### config.mk
export PLATFORM = sky130hd
export DESIGN_NAME = cdirq_reg
export DESIGN_NICKNAME = d
export VERILOG_FILES = /design/src/rtl/cdirq_pkg.sv /design/src/rtl/cdirq_sync.sv /design/src/rtl/cdirq_evt_bank.sv /design/src/rtl/cdirq_irq_out.sv /design/src/rtl/cdirq_reg.sv
export SDC_FILE = /design/constraint.sdc
export NUM_CORES = 1
export LEC_CHECK = 0
export CAP_MARGIN = 20
export CORE_ASPECT_RATIO = 0.7
export CORE_MARGIN = 2
export CORE_UTILIZATION = 30
export CTS_BUF_LIST = sky130_fd_sc_hd__clkbuf_4
export DETAILED_ROUTE_END_ITERATION = 6
export PLACE_DENSITY = 0.81
export SLEW_MARGIN = 10
export SYNTH_ARGS = -nofsm -noshare
export SYNTH_HDL_FRONTEND = slang
export SYNTH_SLANG_ARGS = --single-unit
### constraint.sdc
create_clock -name clk -period 1.2 [get_ports clk]
set_clock_uncertainty 0.05 [all_clocks]
set_input_delay 0.18 -clock clk [delete_from_list [all_inputs] [get_ports clk]]
set_output_delay 0.18 -clock clk [all_outputs]
set_load 0.05 [all_outputs]
### src/rtl/cdirq_pkg.sv
package cdirq_pkg;

    localparam int REG_W     = 32;
    localparam int NUM_EVT   = 7;
    localparam int ST_LSB    = 8;
    localparam int EN_OFS    = 16;
    localparam int EN_LSB    = ST_LSB + EN_OFS;
    localparam int PRES_BIT  = 1;
    localparam int LED_BIT   = 15;
    localparam int SYNC_DEPTH = 2;

    typedef logic [NUM_EVT-1:0] evt_vec_t;

    // Decoded write request seen by the event bank.
    typedef struct packed {
        logic     wr;
        evt_vec_t keep;   // 1 = leave status bit alone, 0 = acknowledge
        evt_vec_t en;     // new enable values
    } wr_cmd_t;

    // Live register contents before packing into the word.
    typedef struct packed {
        evt_vec_t st;
        evt_vec_t en;
        logic     pres;
        logic     led;
    } reg_view_t;

    function automatic wr_cmd_t decode_write(input logic wr, input logic [REG_W-1:0] d);
        wr_cmd_t c;
        c.wr   = wr;
        c.keep = d[ST_LSB +: NUM_EVT];
        c.en   = d[EN_LSB +: NUM_EVT];
        return c;
    endfunction

    function automatic logic [REG_W-1:0] pack_word(input reg_view_t v);
        logic [REG_W-1:0] w;
        w = '0;
        w[ST_LSB +: NUM_EVT] = v.st;
        w[EN_LSB +: NUM_EVT] = v.en;
        w[PRES_BIT]          = v.pres;
        w[LED_BIT]           = v.led;
        return w;
    endfunction

    function automatic logic [REG_W-1:0] used_mask();
        logic [REG_W-1:0] m;
        m = '0;
        m[ST_LSB +: NUM_EVT] = '1;
        m[EN_LSB +: NUM_EVT] = '1;
        return m;
    endfunction

endpackage

### src/rtl/cdirq_sync.sv
module cdirq_sync #(
    parameter int W      = 2,
    parameter int STAGES = 2
) (
    input  logic         clk,
    input  logic         rst,
    input  logic [W-1:0] d_async,
    output logic [W-1:0] q_sync
);

    logic [W-1:0] stage_q [STAGES];

    always_ff @(posedge clk) begin
        if (rst) stage_q[0] <= '0;
        else     stage_q[0] <= d_async;
    end

    for (genvar s = 1; s < STAGES; s++) begin : g_stage
        always_ff @(posedge clk) begin
            if (rst) stage_q[s] <= '0;
            else     stage_q[s] <= stage_q[s-1];
        end
    end

    assign q_sync = stage_q[STAGES-1];

endmodule

### src/rtl/cdirq_evt_bank.sv
module cdirq_evt_bank
    import cdirq_pkg::*;
#(
    parameter int N = NUM_EVT
) (
    input  logic         clk,
    input  logic         rst,
    input  logic [N-1:0] set_pulse,
    input  logic         wr,
    input  logic [N-1:0] wr_keep,
    input  logic [N-1:0] wr_en,
    output logic [N-1:0] st_q,
    output logic [N-1:0] en_q
);

    for (genvar i = 0; i < N; i++) begin : g_cell
        logic ack;
        assign ack = wr & ~wr_keep[i];

        // Sticky status: a pulse sets it and takes priority over an acknowledge.
        always_ff @(posedge clk) begin
            if (rst)               st_q[i] <= 1'b0;
            else if (set_pulse[i]) st_q[i] <= 1'b1;
            else if (ack)          st_q[i] <= 1'b0;
        end

        always_ff @(posedge clk) begin
            if (rst)     en_q[i] <= 1'b0;
            else if (wr) en_q[i] <= wr_en[i];
        end
    end

endmodule

### src/rtl/cdirq_irq_out.sv
module cdirq_irq_out #(
    parameter int N = 7
) (
    input  logic         clk,
    input  logic         rst,
    input  logic [N-1:0] st,
    input  logic [N-1:0] en,
    output logic         irq_q
);

    logic pending;
    assign pending = |(st & en);

    always_ff @(posedge clk) begin
        if (rst) irq_q <= 1'b0;
        else     irq_q <= pending;
    end

endmodule

### src/rtl/cdirq_reg.sv
module cdirq_reg
    import cdirq_pkg::*;
#(
    parameter int N_EVT = NUM_EVT,
    parameter int SYNC_N = SYNC_DEPTH
) (
    input  logic              clk,
    input  logic              rst,
    input  logic              bus_wr,
    input  logic [REG_W-1:0]  bus_wdata,
    output logic [REG_W-1:0]  bus_rdata,
    input  logic [N_EVT-1:0]  evt_pulse,
    input  logic              card_present_in,
    input  logic              led_state_in,
    output logic              irq
);

    localparam logic [REG_W-1:0] USED = used_mask();

    wr_cmd_t   cmd;
    reg_view_t view;
    logic [1:0] lvl_sync;
    logic       wdata_unused;

    assign cmd = decode_write(bus_wr, bus_wdata);
    assign wdata_unused = ^(bus_wdata & ~USED);

    cdirq_sync #(.W(2), .STAGES(SYNC_N)) u_sync (
        .clk     (clk),
        .rst     (rst),
        .d_async ({led_state_in, card_present_in}),
        .q_sync  (lvl_sync)
    );

    cdirq_evt_bank #(.N(N_EVT)) u_bank (
        .clk       (clk),
        .rst       (rst),
        .set_pulse (evt_pulse),
        .wr        (cmd.wr),
        .wr_keep   (cmd.keep),
        .wr_en     (cmd.en),
        .st_q      (view.st),
        .en_q      (view.en)
    );

    cdirq_irq_out #(.N(N_EVT)) u_irq (
        .clk   (clk),
        .rst   (rst),
        .st    (view.st),
        .en    (view.en),
        .irq_q (irq)
    );

    assign view.pres = lvl_sync[0];
    assign view.led  = lvl_sync[1];

    assign bus_rdata = pack_word(view);

endmodule

# ---- Word level (Yosys, flattened, before mapping)
# Memories as Yosys holds them, arrays and structs flattened.
# Cells that the tools add are included.
dict set report word_totals {
  romBits 0
  input_bits 44
  memories 1
  output_inout_bits 33
  ramBits 4
  ff_bits 15
  word_cells 60
  latchBits 0
}
# name depth width read_ports rd_clocked_by_memory_dff write_ports line
set memory_table {}
lappend memory_table {u_sync.stage_q 2 2 2 0 2 cdirq_sync.sv:11} ;# logic [W-1:0] stage_q [STAGES];
dict set report op_classes {
  n_lt_le_gt_ge 0
  n_reduce_logical 8
  mul 0
  n_shift 0
  n_addsub 0
  mux 19
  bitwise 17
  eq_ne 0
  div 0
}
# operator n
set op_table {}
lappend op_table {{two-way mux 1 bit} 17}
lappend op_table {{nonzero test 2 bit} 7}
lappend op_table {{bitwise AND 1 bit} 7}
lappend op_table {{bitwise AND 7 bit} 1}
lappend op_table {{NOT 1 bit} 7}
lappend op_table {{OR reduction 7 bit} 1}
lappend op_table {{two-way mux 2 bit} 2}
lappend op_table {{bitwise OR 1 bit} 2}

# ---- Logic depth before layout (Yosys ltp)
dict set report depth {
  ltp_word 4
  mapped_depth 4
  ltp_nobuf 3
}

# ---- Cells and area by module
# A second synthesis with hierarchy kept.
dict set report hier_totals {
  cells_unflattened 81
  hier_area_um2 837.1
}
# mod area_each_um2 cells_per_inst n_inst seq_area_each_um2
set modules_own_cells {}
lappend modules_own_cells {cdirq_evt_bank 556.8 51 1 280.3}
lappend modules_own_cells {cdirq_reg 123.9 17 1 0.0}
lappend modules_own_cells {cdirq_sync 105.1 8 1 80.1}
lappend modules_own_cells {cdirq_irq_out 51.3 5 1 20.0}

# ---- Least setup slack after synthesis
# No wires, ideal clock.
dict set report synth_timing {
  kind {reg-to-reg}
  startpoint {register u_bank.en_q[4]}
  endpoint {register u_irq.irq_q}
  path_stages_with_launch 3
  n_path_buf 0
  period_less_slack_ns 1.133
  arrival_ns 0.952
  t_required_ns 1.019
  path_slack_ns 0.067
  setup_time_ns 0.131
  path_cell_list {dfxtp_1 > a222oi_1 > a31oi_1}
}
dict set report synth_via {
  elab_chain_len 2
}
# element line
set synth_rtl {}
lappend synth_rtl {{from (decl)} cdirq_evt_bank.sv:13} ;# output logic [N-1:0] en_q
lappend synth_rtl {{from (signal, indexed assignment)} cdirq_evt_bank.sv:29} ;# else if (wr) en_q[i] <= wr_en[i];
lappend synth_rtl {{bitwise AND 7 bit} cdirq_irq_out.sv:12} ;# assign pending = |(st & en);
lappend synth_rtl {{OR reduction 7 bit} cdirq_irq_out.sv:12}
lappend synth_rtl {{to (signal assigned)} cdirq_irq_out.sv:16} ;# else irq_q <= pending;
lappend synth_rtl {{to (decl)} cdirq_irq_out.sv:8} ;# output logic irq_q
# No other way between the ends.
# A chain may end at the register's enable or synchronous reset.

# ---- Worst setup path after layout
dict set report layout_timing {
  startpoint {register u_bank.st_q[6]}
  endpoint {output port bus_rdata[14]}
}
# element line
set layout_rtl {}
lappend layout_rtl {{from (decl)} cdirq_evt_bank.sv:12} ;# output logic [N-1:0] st_q,
lappend layout_rtl {{from (signal, indexed assignment)} cdirq_evt_bank.sv:22} ;# if (rst) st_q[i] <= 1'b0;
lappend layout_rtl {{from (signal, indexed assignment)} cdirq_evt_bank.sv:23} ;# else if (set_pulse[i]) st_q[i] <= 1'b1;
lappend layout_rtl {{from (signal, indexed assignment)} cdirq_evt_bank.sv:24} ;# else if (ack) st_q[i] <= 1'b0;
lappend layout_rtl {{to (decl)} cdirq_reg.sv:11} ;# output logic [REG_W-1:0] bus_rdata,
# No word-level cell between the ends.

==> impl_metrics.yaml <==
outcome:
  outcome: "completed"
logic_synthesis:
  synth_area_per_cell_um2: 9.55
  ys_ff_latch: 19
  syn-cell-area_um2: 783
  yosysUniqueCellTypes: 13
  seq_area_frac_synth: 0.486
  yosysWarnings: 0
  synth_cells: 82
setup_path:
  crit_chain: "buf_12"
  cp.required_ns: 0.97
  worst-path-buf-inv: 1
  cp.arrival_ns: 0.88
  cpMaxStageDelayCell: "dfxtp_1"
  cp_top_family: "flip-flops"
  cp-end-kind: "output port"
  cp_max_fo: 3
  worstSetupStartpointType: "flip-flop"
  critPathMaxStageDelay_ns: 0.43
  worstSetupPathType: "reg2out"
pwr:
  swShare: 0.341
  power_density_nw_per_um2: 1130
  p_int_mw: 1.04
  p_switching_uw: 540
  p_total_mw: 1.58
  p_leak_nw: 0.600
  clockPowerShare: 0.200
  peakVddDrop_mv: 0.597
  p_seq_frac: 0.453
  combPwrFrac: 0.348
job:
  maxCapViolCount: 0
clock_tree:
  clock-sinks: 19
  cts-root-buf: "clkbuf_4"
  cts_max_path_buffers: 2
  htreeDepth: 1
  cts_made_buffers: 3
  postCtsSetupRepairBufs: 0
  cts_hold_buffers: 0
  cts_tree: "built"
  clock_latency_ns: 0.29
  clk_pin_slew_ns: 0.10
die:
  die_h_um: 46.8
  initial_utilization: 0.316
  dieArea_um2: 3040
  num_rows: 15
  core-area_um2: 2480
  io_pins: 77
  die_width_um: 65.1
placed_design:
  place_ws_ns: -0.0782
  numPortBuffers: 42
  hpwl_mm: 1.42
  place.gp.congestion: 0.618
routing:
  ant_nets: 0
  firstDrtPassIters: 4
  num_vias: 635
  drc_errors: 0
  wl_per_cell_um: 11.1
  wirelength_mm: 1.78
  via_per_inst: 3.97
  drtIter0Drc: 34
grt:
  gr-total-overflow: 0
  grt_pass1_vias: 634
  grt_use_total: 0.135
  grt_max_degree: 20
  antenna_found_initial: 0
  grt_first_pass_wirelength_mm: 2.96
cells_and_area:
  post-route-util: 0.565
  area_delta_synth_final_pct: 78.8
  seq_area_um2: 382
  n_antenna_cell: 0
  multi_input_area_um2: 318
  drive_above_1_share: 0.190
  nNetsFinal: 171
  fillCellCount: 230
timing:
  fin_crit_sh: 0.925
  fin_crit_ns: 1.11
  max_freq_ghz: 0.901
  finalHoldViolCount: 0
  setup_ws_ns: 0.0901
  setup_viol: 0
  worst_hold_slack_ns: 0.391
  maxSlewViolCount: 0
  rsz0062_at_grt: "false"
hold_path:
  worstHoldPathType: "in2reg"
[state kept, by name, summed over array words and instances, names as in the netlist]
name            count
u_bank.st_q         7
u_irq.irq_q         1
u_bank.en_q         7
u_sync.stage_q      4
[synthesized netlist by cell type]
| cell type | instances | share of area |
|---|---|---|
| buf_4 | 16 | 0.15 |
| a222oi_1 | 1 | 0.013 |
| buf_6 | 1 | 0.014 |
| a22oi_1 | 2 | 0.019 |
| nor2_1 | 14 | 0.067 |
| nor2b_1 | 4 | 0.032 |
| mux2i_1 | 7 | 0.089 |
| buf_2 | 2 | 0.013 |
| a31oi_1 | 1 | 0.0080 |
| dfxtp_1 | 19 | 0.49 |
| a21oi_1 | 7 | 0.045 |
| nand2b_1 | 7 | 0.056 |
| conb_1 | 1 | 0.0048 |
[layout make-up]
class | instances | area share
repair buffers | 44 | 0.450
clock inverters | 1 | 0.00357
well taps | 34 | 0.0304
multi-input cells | 59 | 0.227
clock buffers | 3 | 0.0161
flip-flops and latches | 19 | 0.273
[cell families (layout without fill, tap and decap cells)]
family	Yosys count	after routing	share of synthesized area
and+or+nand+nor	25	25	0.155
DFF	19	19	0.486
buffers and inverters	19	48	0.181
AOI/OAI and AO/OA	11	11	0.0847
muxes	7	7	0.0895
other	1	16	0.00479
[timing repair]
item	CTS	global route
endpoints found under the setup margin	0	1
resized for setup	0	1
hold endpoints to repair	0	0
[power by group through the flow]
stage | registers (mW) | logic, mW | clock network (mW)
finish | 0.717 | 0.551 | 0.316
global route | 0.724 | 0.578 | 0.362
CTS | 0.718 | 0.555 | 0.329
detailed placement | 0.732 | 0.554 | 0
global placement | 0.730 | 0.548 | 0
floorplan | 0.833 | 0.218 | 0
[cells in the final DEF (no fill, tap or decap), types with 2 or more instances in the layout]
cell | synthesis | layout
clkdlybuf4s50_1 | 0 | 25
a22oi_1 | 2 | 2
buf_12 | 0 | 19
mux2i_1 | 7 | 7
nor2_1 | 14 | 14
conb_1 | 1 | 16
nor2b_1 | 4 | 4
clkbuf_4 | 0 | 3
dfxtp_1 | 19 | 18
a21oi_1 | 7 | 7
nand2b_1 | 7 | 7
[metrics by stage]
stage                     cells  TNS (ns)  instance area, µm²
after floorplan              97         0                 840
after global placement      156    -0.682                1370
after detailed placement    156    -0.858                1370
after CTS                   160         0                1400
after global routing        160         0                1400
final                       160         0                1400
[path summary, 6_finish.rpt]
check	from	end	slack, ns	depth (start not counted)
setup / recovery	u_bank.st_q[6]	bus_rdata[14]	0.09	1
hold / removal	led_state_in	u_sync.stage_q[0][1]	0.39	2
setup reg to reg	u_bank.en_q[4]	u_irq.irq_q	0.19	2
hold reg to reg	u_sync.stage_q[0][1]	u_sync.stage_q[1][1]	0.39	1
[layer usage]
metal | GRT usage | part of all wire
met1 | 0.152 | 0.39
met2 | 0.243 | 0.51
met3 | 0.0504 | 0.083
met4 | 0.0500 | 0.016
met5 | 0 | 0
No activity file was read; power rests on OpenSTA's default activity.
